[src/rtl/xyag_pkg.sv]
package xyag_pkg;

  // post-update step codes
  typedef enum logic [1:0] {
    STEP_KEEP  = 2'd0,
    STEP_WORD  = 2'd1,
    STEP_INDEX = 2'd2,
    STEP_KEEP2 = 2'd3
  } step_e;

  localparam int LDW = 4;

  // load-port register codes
  localparam logic [LDW-1:0] LD_PTR0   = 4'd0;
  localparam logic [LDW-1:0] LD_PTR1   = 4'd1;
  localparam logic [LDW-1:0] LD_PTR2   = 4'd2;
  localparam logic [LDW-1:0] LD_PTR3   = 4'd3;
  localparam logic [LDW-1:0] LD_STRX   = 4'd4;
  localparam logic [LDW-1:0] LD_STRY   = 4'd5;
  localparam logic [LDW-1:0] LD_WLO    = 4'd6;
  localparam logic [LDW-1:0] LD_WHI    = 4'd7;
  localparam logic [LDW-1:0] LD_WCFG   = 4'd8;

endpackage

[src/rtl/xyag_regs.sv]
module xyag_regs
  import xyag_pkg::*;
#(
  parameter int AW   = 16,
  parameter int NPTR = 4
) (
  input  logic                      clk,
  input  logic                      rst_n,
  input  logic                      ld_en,
  input  logic [LDW-1:0]            ld_code,
  input  logic [AW-1:0]             ld_data,
  input  logic [1:0]                upd_we,
  input  logic [1:0]                upd_sel,
  input  logic [1:0][AW-1:0]        upd_val,
  output logic [NPTR-1:0][AW-1:0]   ptr_q,
  output logic [AW-1:0]             stride_x,
  output logic [AW-1:0]             stride_y,
  output logic [AW-1:0]             wrap_lo,
  output logic [AW-1:0]             wrap_hi,
  output logic                      wrap_on_x,
  output logic                      wrap_on_y
);

  logic [1:0] wcfg_q;       // bit0 enable, bit1 side (0 X, 1 Y)
  logic [NPTR-1:0] upd_hit;
  logic [NPTR-1:0] ld_hit;
  logic [NPTR-1:0] collide;

  genvar gi;
  generate
    for (gi = 0; gi < NPTR; gi++) begin : g_ptr
      localparam int LN = gi / 2;
      localparam int WI = gi % 2;

      assign upd_hit[gi] = upd_we[LN] && (upd_sel[LN] == 1'(WI));
      assign ld_hit[gi]  = ld_en && (ld_code == LDW'(gi));
      assign collide[gi] = upd_hit[gi] && ld_hit[gi];

      always_ff @(posedge clk or negedge rst_n) begin
        if (!rst_n)           ptr_q[gi] <= '0;
        else if (upd_hit[gi]) ptr_q[gi] <= upd_val[LN];
        else if (ld_hit[gi])  ptr_q[gi] <= ld_data;
      end

      assert_update_wins_R8: assert property (@(posedge clk) disable iff (!rst_n)
        collide[gi] |=> ptr_q[gi] == $past(upd_val[LN]));

      assert_idle_hold_R9: assert property (@(posedge clk) disable iff (!rst_n)
        (!upd_hit[gi] && !ld_hit[gi]) |=> $stable(ptr_q[gi]));

      assert_load_lands_R7: assert property (@(posedge clk) disable iff (!rst_n)
        (ld_hit[gi] && !upd_hit[gi]) |=> ptr_q[gi] == $past(ld_data));
    end
  endgenerate

  always_ff @(posedge clk or negedge rst_n) begin
    if (!rst_n) begin
      stride_x <= '0;
      stride_y <= '0;
      wrap_lo  <= '0;
      wrap_hi  <= '0;
      wcfg_q   <= '0;
    end else if (ld_en) begin
      case (ld_code)
        LD_STRX: stride_x <= ld_data;
        LD_STRY: stride_y <= ld_data;
        LD_WLO:  wrap_lo  <= ld_data;
        LD_WHI:  wrap_hi  <= ld_data;
        LD_WCFG: wcfg_q   <= ld_data[1:0];
        default: ;
      endcase
    end
  end

  assign wrap_on_x = wcfg_q[0] && !wcfg_q[1];
  assign wrap_on_y = wcfg_q[0] &&  wcfg_q[1];

endmodule

[src/rtl/xyag_lane.sv]
module xyag_lane
  import xyag_pkg::*;
#(
  parameter int AW = 16
) (
  input  logic          clk,
  input  logic          rst_n,
  input  logic          en,
  input  logic          sel,
  input  logic [1:0]    step,
  input  logic [AW-1:0] ptr_lo,
  input  logic [AW-1:0] ptr_hi,
  input  logic [AW-1:0] stride,
  input  logic          wrap_on,
  input  logic [AW-1:0] wrap_lo,
  input  logic [AW-1:0] wrap_hi,
  output logic [AW-1:0] addr_q,
  output logic          valid_q,
  output logic          upd_we,
  output logic          upd_sel,
  output logic [AW-1:0] upd_val
);

  function automatic logic [AW-1:0] advance(input logic [AW-1:0] cur,
                                            input logic [AW-1:0] inc,
                                            input logic [1:0]    code);
    case (step_e'(code))
      STEP_WORD:  return cur + AW'(2);
      STEP_INDEX: return cur + inc;
      default:    return cur;
    endcase
  endfunction

  function automatic logic [AW-1:0] fold(input logic [AW-1:0] nxt,
                                         input logic          on,
                                         input logic [AW-1:0] lo,
                                         input logic [AW-1:0] hi);
    if (on && (nxt > hi)) return lo;
    return nxt;
  endfunction

  logic [AW-1:0] cur;
  logic [AW-1:0] stepped;
  logic          moves;
  logic          wrapped;

  assign cur     = sel ? ptr_hi : ptr_lo;
  assign moves   = (step == STEP_WORD) || (step == STEP_INDEX);
  assign stepped = advance(cur, stride, step);
  assign upd_val = fold(stepped, wrap_on, wrap_lo, wrap_hi);
  assign wrapped = upd_val != stepped;
  assign upd_we  = en && moves;
  assign upd_sel = sel;

  always_ff @(posedge clk or negedge rst_n) begin
    if (!rst_n) begin
      addr_q  <= '0;
      valid_q <= 1'b0;
    end else begin
      valid_q <= en;
      if (en) addr_q <= {cur[AW-1:1], 1'b0};
    end
  end

  assert_wrap_target_R6: assert property (@(posedge clk) disable iff (!rst_n)
    (upd_we && wrapped) |-> (wrap_on && upd_val == wrap_lo));

  assert_issue_old_ptr_R2: assert property (@(posedge clk) disable iff (!rst_n)
    en |=> (valid_q && addr_q[AW-1:1] == $past(cur[AW-1:1]) && !addr_q[0]));

endmodule

[src/rtl/xy_addr_gen.sv]
module xy_addr_gen
  import xyag_pkg::*;
#(
  parameter int AW = 16
) (
  input  logic          clk,
  input  logic          rst_n,
  input  logic          ld_en,
  input  logic [3:0]    ld_code,
  input  logic [AW-1:0] ld_data,
  input  logic          x_en,
  input  logic          x_sel,
  input  logic [1:0]    x_step,
  input  logic          y_en,
  input  logic          y_sel,
  input  logic [1:0]    y_step,
  output logic [AW-1:0] x_addr,
  output logic          x_valid,
  output logic [AW-1:0] y_addr,
  output logic          y_valid
);

  localparam int NPTR = 4;
  localparam int NSIDE = 2;

  logic [NPTR-1:0][AW-1:0]  ptr_q;
  logic [AW-1:0]            stride_x, stride_y, wrap_lo, wrap_hi;
  logic                     wrap_on_x, wrap_on_y;
  logic [NSIDE-1:0]         upd_we, upd_sel;
  logic [NSIDE-1:0][AW-1:0] upd_val;
  logic [NSIDE-1:0]         side_en, side_sel, side_wrap, side_valid;
  logic [NSIDE-1:0][1:0]    side_step;
  logic [NSIDE-1:0][AW-1:0] side_stride, side_addr;

  assign side_en     = {y_en, x_en};
  assign side_sel    = {y_sel, x_sel};
  assign side_step   = {y_step, x_step};
  assign side_stride = {stride_y, stride_x};
  assign side_wrap   = {wrap_on_y, wrap_on_x};

  xyag_regs #(.AW(AW), .NPTR(NPTR)) u_regs (
    .clk(clk), .rst_n(rst_n),
    .ld_en(ld_en), .ld_code(ld_code), .ld_data(ld_data),
    .upd_we(upd_we), .upd_sel(upd_sel), .upd_val(upd_val),
    .ptr_q(ptr_q),
    .stride_x(stride_x), .stride_y(stride_y),
    .wrap_lo(wrap_lo), .wrap_hi(wrap_hi),
    .wrap_on_x(wrap_on_x), .wrap_on_y(wrap_on_y)
  );

  genvar gs;
  generate
    for (gs = 0; gs < NSIDE; gs++) begin : g_side
      xyag_lane #(.AW(AW)) u_lane (
        .clk(clk), .rst_n(rst_n),
        .en(side_en[gs]), .sel(side_sel[gs]), .step(side_step[gs]),
        .ptr_lo(ptr_q[2*gs]), .ptr_hi(ptr_q[2*gs+1]),
        .stride(side_stride[gs]),
        .wrap_on(side_wrap[gs]), .wrap_lo(wrap_lo), .wrap_hi(wrap_hi),
        .addr_q(side_addr[gs]), .valid_q(side_valid[gs]),
        .upd_we(upd_we[gs]), .upd_sel(upd_sel[gs]), .upd_val(upd_val[gs])
      );
    end
  endgenerate

  assign x_addr  = side_addr[0];
  assign y_addr  = side_addr[1];
  assign x_valid = side_valid[0];
  assign y_valid = side_valid[1];

  assert_valid_follows_enable_R9: assert property (@(posedge clk) disable iff (!rst_n)
    !x_en |=> !x_valid);

  assert_valid_follows_enable_y_R9: assert property (@(posedge clk) disable iff (!rst_n)
    !y_en |=> !y_valid);

  assert_both_served_R10: assert property (@(posedge clk) disable iff (!rst_n)
    (x_en && y_en) |=> (x_valid && y_valid));

  assert_quiet_after_reset_R1: assert property (@(posedge clk) disable iff (!rst_n)
    $rose(rst_n) |-> (!x_valid && !y_valid));

endmodule

[config.mk]
export PLATFORM = sky130hd
export DESIGN_NAME = xy_addr_gen
export DESIGN_NICKNAME = d
export VERILOG_FILES = /design/src/rtl/xyag_pkg.sv /design/src/rtl/xyag_regs.sv /design/src/rtl/xyag_lane.sv /design/src/rtl/xy_addr_gen.sv
export SDC_FILE = /design/constraint.sdc
export NUM_CORES = 1
export LEC_CHECK = 0
export BUFFER_PORTS_ARGS = -buffer_cell sky130_fd_sc_hd__clkbuf_2
export CAP_MARGIN = 15
export CORE_MARGIN = 10
export CORE_UTILIZATION = 57
export CTS_CLUSTER_DIAMETER = 100
export DETAILED_ROUTE_END_ITERATION = 8
export PLACE_DENSITY = 0.78
export SETUP_SLACK_MARGIN = 0.5
export SLEW_MARGIN = 40
export SYNTH_ARGS = -nofsm -noshare
export SYNTH_HDL_FRONTEND = slang
export SYNTH_HIERARCHICAL = 1
export SYNTH_SLANG_ARGS = --single-unit
[constraint.sdc]
create_clock -name clk -period 4.2 [get_ports clk]
set_input_delay 1.26 -clock clk [delete_from_list [all_inputs] [get_ports clk]]
set_output_delay 1.26 -clock clk [all_outputs]
set_load 0.02 [all_outputs]
---- Yosys cells after proc, flatten, opt, wreduce, memory -nomap -nowiden ----
Cells that the tools add are included.
operators by class
  add/sub/neg operators ................... 4
  order comparisons ....................... 2
  equality and inequality tests ........... 12
  muxes and demuxes ....................... 18
  bitwise operators ....................... 2
  reduce and logical (&&, ||, !) cells .... 27
operators by type and width
  kind                                                              number
  16-bit 2-to-1 mux                                                 14
  16-bit one-hot mux with 2 select lines                            2
  16-bit adder                                                      2
  16-bit by 2-bit adder with 16-bit output (second input constant)  2
  16-bit > comparator                                               2
  4-bit by 3-bit == test with 1-bit output (second input constant)  4
  1-bit logical AND                                                 14
  2-bit AND reduction                                               5
  4-bit by 2-bit == test with 1-bit output (second input constant)  2
  2-bit nonzero test                                                4
  2-bit by 1-bit == test with 1-bit output (second input constant)  2
  2-bit == test (second input constant)                             2
  4-bit by 1-bit == test with 1-bit output (second input constant)  1
  4-bit == test (second input constant)                             1
  4-bit zero test                                                   1
  1-bit logical OR                                                  2
  1-bit 2-to-1 mux                                                  2
  1-bit inverter                                                    2
  1-bit zero test                                                   1
word-level totals
  register bits ........................... 162
  bits of input ports ..................... 31
  output and inout port bits .............. 34
  word-level logic and storage cells ...... 78

---- Depth between registers and ports, before layout ----
  depth after elaboration ................. 8
  depth in mapped cells ................... 24
  mapped depth without buffers ............ 20

---- By module ----
Netlist, hierarchy kept.
modules (own cells, without submodules)
  module                        instances  cells an instance  area each (µm²)  sequential area each (µm²)
  xyag_regs                     1          520                5771.8           3253.1
  xyag_lane (g_side[0].u_lane)  1          379                2965.3           400.4
  xyag_lane (g_side[1].u_lane)  1          372                2955.3           400.4

---- Worst setup path before layout ----
OpenSTA, ideal clock, no wires.
  path type ............................... input -> register
  start ................................... input y_sel
  end ..................................... register u_regs/ptr_q[39] (netlist name)
  library setup time ...................... 0.141 ns
  arrival time ............................ 5.839 ns
  data required time ...................... 4.059 ns
  path slack .............................. -1.780 ns
  cell stages on the path ................. 22
  path buffers ............................ 5
  cell sequence ........................... buf_6 > buf_12 > buf_4 > mux2_2 > ha_1 > clkbuf_1 > a21o_1 > a31o_2 > o2111a_1 > or3_1 > a311oi_1 > nor2_1 > ha_1 > and4_1 > or4b_1 > o21ai_2 > inv_1 > nand2_2 > buf_4 > mux2_2 > nor2_1 > a31oi_1
RTL lines
  element                        line               RTL
  start, declared                xy_addr_gen.sv:15  input logic y_sel,
  end signal, assigned by index  xyag_regs.sv:41    else if (upd_hit[gi]) ptr_q[gi] <= upd_val[LN];
  end signal, assigned by index  xyag_regs.sv:42    else if (ld_hit[gi]) ptr_q[gi] <= ld_data;
  end, declared                  xyag_regs.sv:15    output logic [NPTR-1:0][AW-1:0] ptr_q,

==> results.py <==
metrics = {
    "outcome": {
        "status": "finished with violations",
        "violations": "design-rule violations, negative setup slack",
    },
    "synth": {
        "yosysTopAreaCell": "dfrtp_1",
        "synth.distinct_cells": 89,
        "synth_edf_count": 0,
        "synth.top_cell.area_share": 0.3467,
        "syn_avg_cell_area_um2": 9.199,
        "yosysSeqAreaShare": 0.3467,
        "yosys_warnings": 6,
        "syn_inst": 1271,
        "synth_most_common_cell": "dfrtp_1",
        "syn-cell-area_um2": 11690,
        "synth_commonest_cells": "162 x dfrtp_1, 114 x nor2_1, 106 x mux2_2",
        "synth_async_sr_flop_share": 1.000,
        "syn_nets": 1372,
        "ys.flop_type": "dfrtp_1",
        "synth_seq_cells": 162,
        "synth.area.top_cells": "dfrtp_1 35%, mux2_2 10%, ha_1 7.3%",
    },
    "cells_and_area": {
        "drive_above_1_share": 0.4381,
        "final_cells": 1886,
        "design_area_um2": 16360,
        "antenna_cells": 0,
        "nNetsFinal": 1704,
        "area_growth_pct": 39.95,
    },
    "hold_path": {
        "hold_path_class": "reg2reg",
    },
    "clock_tree": {
        "insertion_delay_ns": 0.45,
        "cts_buffers": 17,
        "holdBufCountCts": 0,
        "clk_pin_slew_worst_paths_ns": 0.07,
        "cts_buffer_depth": 2,
        "htree_num_levels": 4,
        "cts_tree": "done",
        "clock-sinks": 162,
        "cts_root_buffer": "clkbuf_16",
    },
    "timing": {
        "relSlewSlack": 0.3447,
        "fin_skew_ns": 0.008319,
        "period_share": 1.335,
        "hold_violations": 0,
        "fin_setup_tns_ns": -82.27,
        "max_freq_mhz": 178.3,
        "setup_violations": 64,
        "rsz0062_at_grt": "true",
        "tightest_slew_ns": 0.9795,
        "slew_violations": 0,
        "hold_ws_ns": 0.5088,
        "fin_crit_ns": 5.608,
        "worst_slack_ns": -1.408,
    },
    "critical_path": {
        "cpLargestDelayFamily": "compound AO/OA/AOI/OAI gates",
        "critical-path-max-stage-delay_ns": 0.46,
        "critPathArrivalTime_ns": 5.87,
        "crit_chain": "clkbuf_16 > buf_12 > buf_6 > mux2i_4 > inv_2 > ha_4 > nand4_1 > buf_4 > buf_4 > a22oi_2 > a211oi_2 > a311oi_2 > a32oi_2 > ha_1 > nand4_1 > a2111o_1 > o211a_4 > or2_4 > buf_12 > mux2_4 > nor2_1 > a31oi_1",
        "cp-start-kind": "primary input",
        "cp_slowest_cell": "ha_1",
        "end_kind": "register",
        "crit_required_ns": 4.46,
        "path_class": "in2reg",
        "path_max_fanout": 8,
        "path_buf_inv": 7,
    },
    "drt": {
        "routed.top_layer": "met4",
        "route.met2.wl_mm": 21.50,
        "wirelength_mm": 47.28,
        "vias": 13070,
        "drt-met1-wl_mm": 17.35,
        "via_per_inst": 6.931,
        "antenna_left": 0,
        "dr.pass1.iters": 9,
        "route.met3.wl_mm": 5.325,
        "drc": 11,
        "route.detailed.wl_per_inst_um": 25.07,
        "drt_iter0_drc": 2296,
    },
    "place": {
        "dpl_cell_area_um2": 14160,
        "gp_congestion": 0.9478,
        "portBuffers": 62,
        "dpl.hpwl_mm": 28.14,
        "dp.cells": 1799,
    },
    "die": {
        "start_util": 0.5779,
        "io_pins": 65,
        "die_h_um": 163.2,
        "row_count": 52,
        "coreArea_um2": 20230,
        "dieArea_um2": 26640,
        "die_w_um": 163.2,
    },
    "power": {
        "power_per_cell_area_nw_per_um2": 644.0,
        "p_total_mw": 10.54,
        "p_leak_nw": 7.184,
        "ir_drop_v": 0.0003604,
    },
    "job": {
        "maxCapViolCount": 0,
    },
    "grt": {
        "antenna_found_initial": 0,
        "grt_usage": 0.3092,
        "grt_pass1_vias": 12110,
        "grt_start_max_net_pins": 74,
        "grt_pass1_wl_mm": 65.82,
        "grt.overflow.total": 0,
    },
}
-- worst register-to-register path, stage by stage (launching register included) --
cell and delay [ns]:
dfrtp_1 0.40, mux2i_2 0.21, inv_1 0.12, buf_4 0.15
ha_2 0.31, and4_1 0.19, o2111a_1 0.29, or3_1 0.38
a311oi_2 0.28, nor2_1 0.11, ha_1 0.33, and4_1 0.23
or4b_4 0.48, a21o_1 0.20, o211ai_1 0.22, nand2_4 0.24
mux2_4 0.37, nor2_1 0.14, a31oi_1 0.08
-- kinds of logic after synthesis --
kind of cell,synth area share
compound gates,0.1997
xor+xnor,0.007490
fa+ha+maj,0.07619
buf+inv,0.06420
flops,0.3467
mux,0.1392
other cells,0.0006423
simple gates,0.1659
-- metal layers --
metal	vias up	global-route usage
li1	5393	-
met1	6157	0.4148
met2	1182	0.4980
met3	339	0.04304
met4	0	0.1148
met5	-	0
-- what timing repair did --
item | in CTS | in global routing
cloned | 4 | 0
setup endpoints to repair | 64 | 64
pin swaps | 78 | 57
setup buffers | 31 | 20
gates resized for setup | 117 | 104
-- path summary, 6_finish.rpt --
check,from,slack [ns],depth (start not counted),endpoint
max,x_sel,-1.41,22,u_regs/ptr_q[10]
min,g_side[1].u_lane/addr_q[8],0.51,1,g_side[1].u_lane/addr_q[8]
max reg2reg,u_regs/ptr_q[50],-0.68,18,u_regs/ptr_q[56]
min reg2reg,g_side[1].u_lane/addr_q[8],0.51,1,g_side[1].u_lane/addr_q[8]
max in group asynchronous,rst_n,2.43,2,u_regs/ptr_q[29]
min in group asynchronous,rst_n,0.82,1,g_side[0].u_lane/addr_q[1]
-- where the power goes --
group          switching, mW  internal [mW]
combinational           3.32           3.04
clock                  0.718          0.987
sequential             0.446           2.03
-- registers in the layout (all words and copies together) (netlist names) --
signal                 count
g_side.u_lane/valid_q      2
u_regs/wrap_hi            16
u_regs/ptr_q              64
g_side.u_lane/addr_q      30
u_regs/stride_y           16
u_regs/wrap_lo            16
u_regs/wcfg_q              2
u_regs/stride_x           16
-- layout make-up --
| type | instances | area, µm² |
|---|---|---|
| clock buffers | 21 | 470.5 |
| clock inverters | 11 | 150.1 |
| fillers | 1095 | 3871 |
| inverters | 72 | 270.3 |
| multi-input cells | 959 | 8053 |
| flip-flops and latches | 162 | 4054 |
| well taps | 270 | 337.8 |
| repair buffers | 391 | 3028 |
-- stage by stage --
stage,util,worst slack [ns]
global route,0.8087,-1.479
detailed placement,0.6997,-1.757
floorplan,-,-1.481
global placement,0.6994,-1.626
finish,0.8087,-1.408
CTS,0.7760,-1.191
-- cell usage in the layout (no fill, tap or decap), types with 14 or more instances in the layout --
cell,n
o21ai_0,22
clkbuf_16,19
nor3_1,14
ha_4,16
ha_1,49
inv_1,63
a31oi_1,66
nand2_1,41
nand3_1,86
mux2_2,91
a21oi_1,62
nor2_2,19
nor2_4,15
clkbuf_2,59
nor2_1,82
nand4_1,17
mux2_4,23
dfrtp_1,162
o21ai_1,70
buf_4,307
(Power assumes the default switching activity.)
